$ cat config.mk
export PLATFORM = sky130hd
export DESIGN_NAME = dma4_engine
export DESIGN_NICKNAME = d
export VERILOG_FILES = /design/src/rtl/dma4_pkg.sv /design/src/rtl/dma4_chan.sv /design/src/rtl/dma4_arb.sv /design/src/rtl/dma4_xfer.sv /design/src/rtl/dma4_engine.sv
export SDC_FILE = /design/constraint.sdc
export NUM_CORES = 1
export LEC_CHECK = 0
export BUFFER_PORTS_ARGS = -buffer_cell sky130_fd_sc_hd__buf_2
export CELL_PAD_IN_SITES_DETAIL_PLACEMENT = 1
export CELL_PAD_IN_SITES_GLOBAL_PLACEMENT = 2
export CORE_UTILIZATION = 40
export CTS_CLUSTER_DIAMETER = 120
export DETAILED_ROUTE_END_ITERATION = 8
export PLACE_DENSITY = 0.91
export SYNTH_ARGS = -nofsm -noshare
export SYNTH_HDL_FRONTEND = slang
export SYNTH_SLANG_ARGS = --single-unit
export TNS_END_PERCENT = 5
$ cat constraint.sdc
create_clock -name clk -period 5.25 [get_ports clk]
set_input_delay 0.525 -clock clk [delete_from_list [all_inputs] [get_ports clk]]
set_output_delay 0.525 -clock clk [all_outputs]
set_load 0.01 [all_outputs]
$ cat src/rtl/dma4_pkg.sv
// Shared types for the four-channel DMA engine.
// Assumes the function code sits in the top two bits of a count register.
package dma4_pkg;

    typedef enum logic [1:0] {
        FN_VERIFY = 2'd0,
        FN_WRITE  = 2'd1,
        FN_READ   = 2'd2,
        FN_UNDEF  = 2'd3
    } dma_fn_e;

    typedef enum logic [1:0] {
        XS_IDLE  = 2'd0,
        XS_SETUP = 2'd1,
        XS_ACT   = 2'd2
    } xfer_st_e;

    localparam int BYTE_W = 8;

endpackage

$ cat src/rtl/dma4_chan.sv
// One DMA channel: the address register and the count/function register.
// Both load byte-wise under an external byte pointer. On each completed
// transfer the address steps up and the count steps down.
// Assumes CNT_W + FN_W == 16 and ADDR_W == 16 (two bytes each).
module dma4_chan #(
    parameter int ADDR_W = 16,
    parameter int CNT_W  = 14,
    parameter int FN_W   = 2
) (
    input  logic              clk,
    input  logic              rst_n,
    input  logic              ld_addr,
    input  logic              ld_cnt,
    input  logic              ld_hi,
    input  logic [7:0]        wdata,
    input  logic              step,
    output logic [ADDR_W-1:0] addr,
    output logic [CNT_W-1:0]  cnt,
    output logic [FN_W-1:0]   fn,
    output logic              tc_hit
);

    logic [ADDR_W-1:0] addr_q;
    logic [CNT_W-1:0]  cnt_q;
    logic [FN_W-1:0]   fn_q;

    // Register update: processor loads take precedence over transfer steps.
    always_ff @(posedge clk) begin
        if (!rst_n) begin
            addr_q <= '0;
            cnt_q  <= '0;
            fn_q   <= '0;
        end else if (ld_addr) begin
            if (ld_hi) addr_q[ADDR_W-1:8] <= wdata[ADDR_W-9:0];
            else       addr_q[7:0]        <= wdata;
        end else if (ld_cnt) begin
            if (ld_hi) begin
                cnt_q[CNT_W-1:8] <= wdata[CNT_W-9:0];
                fn_q             <= wdata[7:8-FN_W];
            end else begin
                cnt_q[7:0] <= wdata;
            end
        end else if (step) begin
            addr_q <= addr_q + 1'b1;
            cnt_q  <= cnt_q - 1'b1;
        end
    end

    // Terminal count: the completing transfer takes the count past zero.
    always_comb tc_hit = step && (cnt_q == '0);

    assign addr = addr_q;
    assign cnt  = cnt_q;
    assign fn   = fn_q;

endmodule

$ cat src/rtl/dma4_arb.sv
// Fixed-priority arbiter: the lowest-numbered requester wins.
// Assumes the request vector is already qualified by enable and status.
module dma4_arb #(
    parameter int NUM_CH = 4
) (
    input  logic [NUM_CH-1:0] req,
    output logic [NUM_CH-1:0] gnt,
    output logic              any
);

    // Priority pick: scan from the top so that index 0 overrides the rest.
    always_comb begin
        gnt = '0;
        for (int i = NUM_CH - 1; i >= 0; i--) begin
            if (req[i]) gnt = NUM_CH'(1) << i;
        end
        any = |req;
    end

endmodule

$ cat src/rtl/dma4_xfer.sv
// Transfer sequencer. It latches a grant in IDLE, spends one SETUP cycle,
// then waits in ACT for memory to accept, and pulses a per-channel step.
// Assumes the grant input is one-hot or zero.
module dma4_xfer
    import dma4_pkg::*;
#(
    parameter int NUM_CH = 4
) (
    input  logic              clk,
    input  logic              rst_n,
    input  logic              req_any,
    input  logic [NUM_CH-1:0] gnt_in,
    input  logic              mem_ready,
    output logic [NUM_CH-1:0] gnt_q,
    output logic              in_setup,
    output logic              in_act,
    output logic [NUM_CH-1:0] step
);

    xfer_st_e st_q;

    // State and grant register: the grant is held for one whole transfer.
    always_ff @(posedge clk) begin
        if (!rst_n) begin
            st_q  <= XS_IDLE;
            gnt_q <= '0;
        end else begin
            case (st_q)
                XS_IDLE: if (req_any) begin
                    st_q  <= XS_SETUP;
                    gnt_q <= gnt_in;
                end
                XS_SETUP: st_q <= XS_ACT;
                XS_ACT: if (mem_ready) begin
                    st_q  <= XS_IDLE;
                    gnt_q <= '0;
                end
                default: begin
                    st_q  <= XS_IDLE;
                    gnt_q <= '0;
                end
            endcase
        end
    end

    // Phase decode and completion pulse.
    always_comb begin
        in_setup = (st_q == XS_SETUP);
        in_act   = (st_q == XS_ACT);
        step     = (in_act && mem_ready) ? gnt_q : '0;
    end

endmodule

$ cat src/rtl/dma4_engine.sv
// Four-channel byte DMA engine top. It decodes processor ports, holds the
// shared byte pointer, the control word and the sticky completion flags,
// and routes the granted channel onto the memory side.
// Assumes at most one of cpu_wr / cpu_rd per cycle and NUM_CH <= 6.
module dma4_engine
    import dma4_pkg::*;
#(
    parameter int NUM_CH = 4,
    parameter int ADDR_W = 16,
    parameter int CNT_W  = 14,
    parameter int FN_W   = 2,
    localparam int SEL_W = $clog2(2 * NUM_CH + 1)
) (
    input  logic              clk,
    input  logic              rst_n,
    input  logic              cpu_wr,
    input  logic              cpu_rd,
    input  logic [SEL_W-1:0]  cpu_sel,
    input  logic [7:0]        cpu_wdata,
    output logic [7:0]        cpu_rdata,
    input  logic [NUM_CH-1:0] dreq,
    output logic [NUM_CH-1:0] dack,
    output logic [ADDR_W-1:0] mem_addr,
    output logic              mem_rd,
    output logic              mem_wr,
    input  logic              mem_ready
);

    localparam int TCSTOP_BIT = NUM_CH;
    localparam int EXTW_BIT   = NUM_CH + 1;
    localparam logic [SEL_W-1:0] SEL_CTRL = SEL_W'(2 * NUM_CH);

    logic                  bptr_q;
    logic [NUM_CH-1:0]     en_q;
    logic [NUM_CH-1:0]     flags_q;
    logic                  tc_stop_q;
    logic                  ext_w_q;

    logic                  ctrl_wr;
    logic                  stat_rd;
    logic [NUM_CH-1:0]     ld_addr;
    logic [NUM_CH-1:0]     ld_cnt;
    logic [NUM_CH-1:0]     tc_hit;
    logic [NUM_CH-1:0]     step;
    logic [NUM_CH-1:0]     eligible;
    logic [NUM_CH-1:0]     gnt_in;
    logic [NUM_CH-1:0]     gnt_q;
    logic                  req_any;
    logic                  in_setup;
    logic                  in_act;
    logic [ADDR_W-1:0]     ch_addr [NUM_CH];
    logic [CNT_W-1:0]      ch_cnt  [NUM_CH];
    logic [FN_W-1:0]       ch_fn   [NUM_CH];
    logic [ADDR_W-1:0]     cur_addr;
    logic [FN_W-1:0]       cur_fn;

    // Port decode: per-channel load strobes plus control and status access.
    always_comb begin
        ctrl_wr = cpu_wr && (cpu_sel == SEL_CTRL);
        stat_rd = cpu_rd && (cpu_sel == SEL_CTRL);
        for (int i = 0; i < NUM_CH; i++) begin
            ld_addr[i] = cpu_wr && (cpu_sel[SEL_W-1:1] == (SEL_W-1)'(i)) && !cpu_sel[0];
            ld_cnt[i]  = cpu_wr && (cpu_sel[SEL_W-1:1] == (SEL_W-1)'(i)) &&  cpu_sel[0];
        end
    end

    // Shared byte pointer: flips per register byte, cleared by control writes.
    always_ff @(posedge clk) begin
        if (!rst_n)                      bptr_q <= 1'b0;
        else if (ctrl_wr)                bptr_q <= 1'b0;
        else if (|(ld_addr | ld_cnt))    bptr_q <= ~bptr_q;
    end

    // Control word: enables and options; terminal-count stop overrides a load.
    always_ff @(posedge clk) begin
        if (!rst_n) begin
            en_q      <= '0;
            tc_stop_q <= 1'b0;
            ext_w_q   <= 1'b0;
        end else begin
            en_q <= (ctrl_wr ? cpu_wdata[NUM_CH-1:0] : en_q)
                    & ~(tc_stop_q ? tc_hit : '0);
            if (ctrl_wr) begin
                tc_stop_q <= cpu_wdata[TCSTOP_BIT];
                ext_w_q   <= cpu_wdata[EXTW_BIT];
            end
        end
    end

    // Completion flags: read-to-clear, but a new completion always lands.
    always_ff @(posedge clk) begin
        if (!rst_n) flags_q <= '0;
        else        flags_q <= (stat_rd ? '0 : flags_q) | tc_hit;
    end

    // Status read path.
    always_comb begin
        cpu_rdata = '0;
        if (cpu_sel == SEL_CTRL) cpu_rdata[NUM_CH-1:0] = flags_q;
    end

    for (genvar g = 0; g < NUM_CH; g++) begin : g_ch
        dma4_chan #(
            .ADDR_W (ADDR_W),
            .CNT_W  (CNT_W),
            .FN_W   (FN_W)
        ) u_chan (
            .clk     (clk),
            .rst_n   (rst_n),
            .ld_addr (ld_addr[g]),
            .ld_cnt  (ld_cnt[g]),
            .ld_hi   (bptr_q),
            .wdata   (cpu_wdata),
            .step    (step[g]),
            .addr    (ch_addr[g]),
            .cnt     (ch_cnt[g]),
            .fn      (ch_fn[g]),
            .tc_hit  (tc_hit[g])
        );
    end

    // Eligibility: enabled, requesting and not holding an uncollected flag.
    always_comb eligible = en_q & dreq & ~flags_q;

    dma4_arb #(.NUM_CH(NUM_CH)) u_arb (
        .req (eligible),
        .gnt (gnt_in),
        .any (req_any)
    );

    dma4_xfer #(.NUM_CH(NUM_CH)) u_xfer (
        .clk       (clk),
        .rst_n     (rst_n),
        .req_any   (req_any),
        .gnt_in    (gnt_in),
        .mem_ready (mem_ready),
        .gnt_q     (gnt_q),
        .in_setup  (in_setup),
        .in_act    (in_act),
        .step      (step)
    );

    // Granted-channel mux onto the memory side.
    always_comb begin
        cur_addr = '0;
        cur_fn   = '0;
        for (int i = 0; i < NUM_CH; i++) begin
            if (gnt_q[i]) begin
                cur_addr = cur_addr | ch_addr[i];
                cur_fn   = cur_fn | ch_fn[i];
            end
        end
    end

    // Memory strobes: read spans the window, write waits a cycle unless extended.
    always_comb begin
        dack     = gnt_q;
        mem_addr = cur_addr;
        mem_rd   = (in_setup || in_act) && (cur_fn == FN_READ);
        mem_wr   = (cur_fn == FN_WRITE) && (in_act || (in_setup && ext_w_q));
    end

endmodule

-- After elaboration in Yosys (flattened, before gate mapping)
Index checks and enable logic that the tools add are counted.
- flip-flop bits (word level): 145
- input port bits: 21
- output and inout bits: 30
- word-level logic and storage cells: 195
- $add $sub $neg: 8
- eq/ne operators: 30
- mux-type cells: 46
- bitwise gates (word level): 20
- reduce and logical (&&, ||, !) cells: 64
- operators with widths (kind ; count):
    two-way mux 16 bit ; 16
    two-way mux 14 bit ; 8
    adder 16 x 1 -> 16 bit, second input constant ; 4
    AND reduction 3 bit ; 21
    zero test 14 bit ; 4
    subtractor 14 x 1 -> 14 bit, second input constant ; 4
    bitwise OR 16 bit ; 3
    two-way mux 4 bit ; 11
    inequality test 2 bit, second input constant ; 18
    logical AND 1 bit ; 22
    two-way mux 8 bit ; 2
    nonzero test 2 bit ; 8
    AND 4 bit ; 3
    two-way mux 2 bit ; 6
    one-hot mux 4 bit (3 select lines) ; 1
    inequality test 2 x 1 -> 1 bit, second input constant ; 4
    NOT 4 bit ; 2
    bitwise OR 4 bit ; 2
    OR reduction 4 bit ; 2
    NOT 1 bit ; 7
    equality test 3 x 2 -> 1 bit, second input constant ; 2
    two-way mux 6 bit ; 1
    bitwise OR 2 bit ; 3
    one-hot mux 2 bit (3 select lines) ; 1
    other kinds (10) ; 13

-- Depth between registers and ports, before layout
- word-level depth: 9
- mapped depth: 8
- depth with buffers taken out: 6

-- Hierarchy
From an unflattened synthesis, not the netlist that was laid out.
- cells, all modules: 1260
- area, all modules: 9497.9 sq um
- modules (own cells, without submodules) (module ; instances ; cells an instance ; area an instance (sq um) ; seq. area each (sq um)):
    dma4_chan at g_ch[1].u_chan ... ; 3 ; 271 ; 2045.7 ; 640.6
    dma4_chan at g_ch[0].u_chan ; 1 ; 271 ; 2048.2 ; 640.6
    dma4_engine ; 1 ; 148 ; 1021.0 ; 220.2
    dma4_xfer ; 1 ; 23 ; 251.5 ; 120.1
    dma4_arb ; 1 ; 5 ; 40.0 ; 0.0

-- Least setup slack after synthesis
OpenSTA, ideal clock, no wires.
- path kind: input to register
- start point: input port cpu_sel[0]
- end point: register g_ch[0].u_chan.addr_q[11]
- library setup time: 95 ps
- data arrival time: 1911 ps
- data required time: 5155 ps
- setup slack: 3243 ps
- stages on the path: 6
- path buffers: 2
- path through: buf_2 or3b_1 clkbuf_1 nor3_2 o31ai_1 a221oi_1
- longest elaborated chain between the ends: 4
- elaborated cells between the ends (all ways): 8
- classes of those cells: eq/ne (2); mux (1); reduce/logical (5)
- ends and longest elaborated chain (what ; RTL line ; RTL):
    from (decl) ; dma4_engine.sv:18 ; input logic [SEL_W-1:0] cpu_sel,
    zero test 1 bit ; dma4_engine.sv:62 ; ld_addr[i] = cpu_wr && (cpu_sel[SEL_W-1:1] == (SEL_W-1)'(i)) && !cpu_sel[0];
    logical AND 1 bit ; dma4_engine.sv:62 ;
    inequality test 2 x 1 -> 1 bit (no line) (tied with other cells) ; n/a ;
    AND reduction 3 bit (no line) ; n/a ;
    to (signal, indexed assignment) ; dma4_chan.sv:34 ; if (ld_hi) addr_q[ADDR_W-1:8] <= wdata[ADDR_W-9:0];
    to (signal assigned) ; dma4_chan.sv:44 ; addr_q <= addr_q + 1'b1;
    to (decl) ; dma4_chan.sv:23 ; logic [ADDR_W-1:0] addr_q;
Several ways; a longest one is shown, not always the timed one.
A chain may end at the register's enable or synchronous reset.

-- Final worst setup path
- start point: input port cpu_wr
- end point: register g_ch[1].u_chan.addr_q[12]
- longest elaborated chain between the ends: 4
- elaborated cells between the ends (all ways): 8
- classes of those cells: eq/ne (2); mux (1); reduce/logical (5)
- ends and longest elaborated chain (what ; RTL line ; RTL):
    from (decl) ; dma4_engine.sv:16 ; input logic cpu_wr,
    logical AND 1 bit (*) ; dma4_engine.sv:62, dma4_engine.sv:63 ;
    logical AND 1 bit, on equally long branches ; dma4_engine.sv:63, dma4_engine.sv:62 ;
    inequality test 2 x 1 -> 1 bit (no line) (tied with other cells) ; n/a ;
    AND reduction 3 bit (no line) ; n/a ;
    to (signal, indexed assignment) ; dma4_chan.sv:34 ;
    to (signal assigned) ; dma4_chan.sv:44 ;
    to (decl) ; dma4_chan.sv:23 ;
Mark *: on every way between the ends. The rest lies on a longest branch, timed or not.

==> impl_results.html <==
<table>
<tr><th>Metric</th><th>Value</th></tr>
<tr><th colspan="2">Outcome</th></tr>
<tr><td>Result of the run</td><td>finished clean</td></tr>
<tr><th colspan="2">Worst setup path</th></tr>
<tr><td>Endpoint class of the critical path</td><td>flop</td></tr>
<tr><td>Library cell contributing the largest single delay on the critical path</td><td>sky130_fd_sc_hd__nor4bb_4</td></tr>
<tr><td>Critical Path RT</td><td>5590 ps</td></tr>
<tr><td>Ordered cell list for the critical path</td><td>buf_2 -&gt; nor4bb_4 -&gt; buf_4 -&gt; mux2i_1 -&gt; o21ai_0 -&gt; a32o_1</td></tr>
<tr><td>Worst Path Arrival</td><td>3130 ps</td></tr>
<tr><td>Setup Crit Path Kind</td><td>primary input to flop</td></tr>
<tr><td>Maximum cell stage delay along the critical path</td><td>930 ps</td></tr>
<tr><td>Family of cells with the greatest summed delay on the critical path</td><td>simple AND/OR/NAND/NOR gates</td></tr>
<tr><td>Worst-path maximum fanout</td><td>17</td></tr>
<tr><td>Total buffers and inverters traversed by the critical path</td><td>2</td></tr>
<tr><td>Critical Path Start Type</td><td>primary input</td></tr>
<tr><th colspan="2">Route</th></tr>
<tr><td>First DRT Iteration DRCs</td><td>1251</td></tr>
<tr><td>Sum of routed wire length over all layers</td><td>38.9 mm</td></tr>
<tr><td>Number of iterations in the first detailed-routing pass</td><td>5</td></tr>
<tr><td>Total DRC errors in the routed layout</td><td>0</td></tr>
<tr><td>Vias after detailed routing</td><td>10800</td></tr>
<tr><td>Number of vias per cell</td><td>6.87</td></tr>
<tr><td>Routed length per instance</td><td>24.8 um</td></tr>
<tr><td>Remaining antenna violation count after routing</td><td>0</td></tr>
<tr><th colspan="2">Clocking</th></tr>
<tr><td>CTS buffer count</td><td>17</td></tr>
<tr><td>H-tree levels</td><td>4</td></tr>
<tr><td>CTS resizes</td><td>0</td></tr>
<tr><td>Clock-pin slew of the registers on the worst-case setup and hold paths</td><td>70 ps</td></tr>
<tr><td>CTS Hold Bufs</td><td>0</td></tr>
<tr><td>Buffers from clock root to sink, at most</td><td>2</td></tr>
<tr><td>Clock tree from TritonCTS</td><td>done</td></tr>
<tr><td>Clock Root Buffer</td><td>sky130_fd_sc_hd__clkbuf_16</td></tr>
<tr><td>Sinks on Clock Net</td><td>145</td></tr>
<tr><td>Skew-Pair Late Insertion Delay</td><td>450 ps</td></tr>
<tr><td>Setup bufs post-CTS</td><td>0</td></tr>
<tr><th colspan="2">STA</th></tr>
<tr><td>Post-Route Setup TNS</td><td>0 ps</td></tr>
<tr><td>Setup repair after global routing missed its margin</td><td>false</td></tr>
<tr><td>Setup-violating endpoint count in the final report</td><td>0</td></tr>
<tr><td>Max-slew violation count</td><td>0</td></tr>
<tr><td>Worst-Margin Slew</td><td>1230 ps</td></tr>
<tr><td>Fmax</td><td>358 MHz</td></tr>
<tr><td>Final setup skew</td><td>16.8 ps</td></tr>
<tr><td>Worst hold slack after final layout</td><td>471 ps</td></tr>
<tr><td>Post-route setup slack</td><td>2450 ps</td></tr>
<tr><td>Rel. slew slack</td><td>17.6%</td></tr>
<tr><td>Final worst-path cycle share</td><td>53.3%</td></tr>
<tr><td>Minimum clock period after layout</td><td>2800 ps</td></tr>
<tr><td>Endpoints failing hold</td><td>0</td></tr>
<tr><th colspan="2">Floorplanning</th></tr>
<tr><td>Std-Cell Core Area</td><td>23700 um^2</td></tr>
<tr><td>Die Footprint</td><td>25000 um^2</td></tr>
<tr><td>Core Rows</td><td>56</td></tr>
<tr><td>Horizontal die dimension</td><td>158 um</td></tr>
<tr><td>Starting utilization of the core area</td><td>41.1%</td></tr>
<tr><td>I/O Pins</td><td>51</td></tr>
<tr><td>Die Height</td><td>158 um</td></tr>
<tr><th colspan="2">Yosys</th></tr>
<tr><td>Number of warnings reported in the yosys synthesis log</td><td>0</td></tr>
<tr><td>Area of the mapped netlist</td><td>9740 um^2</td></tr>
<tr><td>Top cell type by total area after synthesis</td><td>sky130_fd_sc_hd__dfxtp_1</td></tr>
<tr><td>Number of flops mapped to enable cells by yosys</td><td>0</td></tr>
<tr><td>Gate count after technology mapping</td><td>1266</td></tr>
<tr><td>Post-synthesis area per instance</td><td>7.70 um^2</td></tr>
<tr><td>Most frequent cell after synthesis</td><td>sky130_fd_sc_hd__dfxtp_1</td></tr>
<tr><td>Number of unique standard cell types used by synthesis</td><td>90</td></tr>
<tr><td>Post-synthesis register bit count</td><td>145</td></tr>
<tr><td>Top flip-flop cell by instance count after synthesis</td><td>sky130_fd_sc_hd__dfxtp_1</td></tr>
<tr><td>Cell types with the largest area share after synthesis</td><td>sky130_fd_sc_hd__dfxtp_1 30%, sky130_fd_sc_hd__a21oi_1 6.3%, sky130_fd_sc_hd__nand2_1 4.4%, sky130_fd_sc_hd__o21ai_0 4.3%, sky130_fd_sc_hd__a22oi_1 3.9%</td></tr>
<tr><td>Register area share after synthesis</td><td>29.8%</td></tr>
<tr><td>Commonest cells post-synth</td><td>145 x sky130_fd_sc_hd__dfxtp_1, 123 x sky130_fd_sc_hd__a21oi_1, 113 x sky130_fd_sc_hd__nand2_1, 83 x sky130_fd_sc_hd__o21ai_0, 80 x sky130_fd_sc_hd__clkbuf_1</td></tr>
<tr><td>Area share of the leading cell type in the synthesized netlist</td><td>29.8%</td></tr>
<tr><td>Share of synthesized registers carrying an async set or reset</td><td>0%</td></tr>
<tr><th colspan="2">Pwr</th></tr>
<tr><td>VDD IR-drop max</td><td>0.000154 V</td></tr>
<tr><td>Pwr/cell area</td><td>263 nW/um^2</td></tr>
<tr><td>Lkg Pwr</td><td>3.70 nW</td></tr>
<tr><th colspan="2">Placement</th></tr>
<tr><td>DP Wirelength</td><td>26.8 mm</td></tr>
<tr><td>Routability congestion estimate</td><td>0.953</td></tr>
<tr><td>Place WS</td><td>2020 ps</td></tr>
<tr><td>I/O Buffers</td><td>46</td></tr>
<tr><th colspan="2">Cells and area</th></tr>
<tr><td>Final-layout fill cell count</td><td>2921</td></tr>
<tr><td>Area overhead of the layout relative to synthesis</td><td>9.14%</td></tr>
<tr><td>Layout cells sized above 1</td><td>10.1%</td></tr>
<tr><td>Final Net Count</td><td>1270</td></tr>
<tr><td>Antenna Diode Count</td><td>0</td></tr>
<tr><th colspan="2">Hold path</th></tr>
<tr><td>Worst min-delay path class</td><td>flop to flop</td></tr>
<tr><th colspan="2">Global routing</th></tr>
<tr><td>Largest net degree at the start of global routing</td><td>52</td></tr>
<tr><td>Number of global-route vias before repair</td><td>10500</td></tr>
<tr><td>Tot GR Track Use</td><td>31.4%</td></tr>
<tr><td>Initial antenna violation count</td><td>0</td></tr>
<tr><td>Total gr overflow</td><td>0</td></tr>
<tr><td>Wire length of the first global-routing pass</td><td>60.5 mm</td></tr>
<tr><th colspan="2">Job</th></tr>
<tr><td>MaxCap Viol Count</td><td>0</td></tr>
</table>
-- cell type report --
cell class	count	area, um^2	share of cell area, %
clock buffers	19	443	4.16
clock inverters	13	151	1.42
well taps	319	399	3.75
inverters	27	101	0.953
flip-flops and latches	145	2900	27.3
repair buffers	59	330	3.11
multi-input cells	988	6310	59.3
-- stage by stage --
step	area [um^2]	power [mW]	utilization [%]	std cells
after floorplan	9760	1.41	-	1269
after global placement	10000	1.51	42.4	1538
after detailed placement	10000	1.52	42.4	1538
after CTS	10600	2.79	44.9	1570
after global routing	10600	2.87	44.9	1570
final	10600	2.80	44.9	1570
-- cell families after synthesis --
logic type      share of synthesized area [%]
fa+ha+maj                                1.41
simple gates                             25.0
xor+xnor                               0.0899
buf+inv                                  5.97
mux                                      3.89
other cells                            0.0385
flops                                    29.8
compound gates                           33.8
-- layout by cell type (no fill, tap or decap), types with 5 or more instances in the layout --
master / instances
sky130_fd_sc_hd__and4_1: 16
sky130_fd_sc_hd__a21boi_0: 12
sky130_fd_sc_hd__a22oi_1: 50
sky130_fd_sc_hd__a31oi_1: 25
sky130_fd_sc_hd__clkbuf_16: 17
sky130_fd_sc_hd__nand2b_1: 10
sky130_fd_sc_hd__a21oi_1: 123
sky130_fd_sc_hd__nor4_1: 15
sky130_fd_sc_hd__nor2b_1: 8
sky130_fd_sc_hd__o21ai_0: 83
sky130_fd_sc_hd__mux2i_1: 34
sky130_fd_sc_hd__or4_1: 15
sky130_fd_sc_hd__buf_2: 45
sky130_fd_sc_hd__o211a_1: 5
sky130_fd_sc_hd__nand3_1: 57
sky130_fd_sc_hd__a32o_1: 10
sky130_fd_sc_hd__nor2_1: 42
sky130_fd_sc_hd__and3_1: 24
sky130_fd_sc_hd__o221a_2: 9
sky130_fd_sc_hd__inv_1: 26
sky130_fd_sc_hd__o211ai_1: 18
sky130_fd_sc_hd__ha_1: 11
sky130_fd_sc_hd__dfxtp_1: 145
sky130_fd_sc_hd__a21o_1: 5
sky130_fd_sc_hd__buf_4: 14
sky130_fd_sc_hd__nand4_1: 30
sky130_fd_sc_hd__o21a_1: 21
sky130_fd_sc_hd__a211oi_1: 17
sky130_fd_sc_hd__a2111oi_0: 7
sky130_fd_sc_hd__o32ai_1: 7
sky130_fd_sc_hd__nor3_1: 50
sky130_fd_sc_hd__o22ai_1: 32
sky130_fd_sc_hd__or3_1: 14
sky130_fd_sc_hd__o31a_1: 15
sky130_fd_sc_hd__nand2_1: 113
sky130_fd_sc_hd__and2_1: 11
sky130_fd_sc_hd__a2bb2oi_1: 6
-- registers in the layout (all words and copies together), names as in the netlist --
| signal | flops |
|---|---|
| tc_stop_q | 1 |
| g_ch.u_chan.addr | 64 |
| en_q | 4 |
| ext_w_q | 1 |
| g_ch.u_chan.fn | 8 |
| bptr_q | 1 |
| flags_q | 4 |
| u_xfer.gnt_q | 4 |
| u_xfer.st_q | 2 |
| g_ch.u_chan.cnt | 56 |
-- routing by layer --
metal / up-vias / global-route usage, % / routed length [um]
li1: 4873 / - / -
met5: - / 0 / 0
met4: 0 / 12.2 / 1120
met3: 89 / 4.98 / 2630
met1: 5375 / 42.4 / 17200
met2: 446 / 49.9 / 18000
-- report_power, final --
group / internal [mW] / switching, mW
clock network: 0.721 / 0.566
logic: 0.109 / 0.239
registers: 1.12 / 0.0432
-- tightest hold or removal path: stages (launching register included) --
cell                      delay [ps]
sky130_fd_sc_hd__dfxtp_1         310
sky130_fd_sc_hd__nand2_1          50
sky130_fd_sc_hd__o22ai_1          60
-- final timing paths --
kind                                             start  cells after the start                 endpoint  slack, ps
worst min-delay path            g_ch[2].u_chan.cnt[12]                      2   g_ch[2].u_chan.cnt[12]        470
worst min register to register  g_ch[2].u_chan.cnt[12]                      2   g_ch[2].u_chan.cnt[12]        470
worst max register to register         u_xfer.gnt_q[2]                      4    g_ch[2].u_chan.cnt[9]       2570
worst max-delay path                            cpu_wr                      6  g_ch[1].u_chan.addr[12]       2450
(Power assumes the default switching activity.)
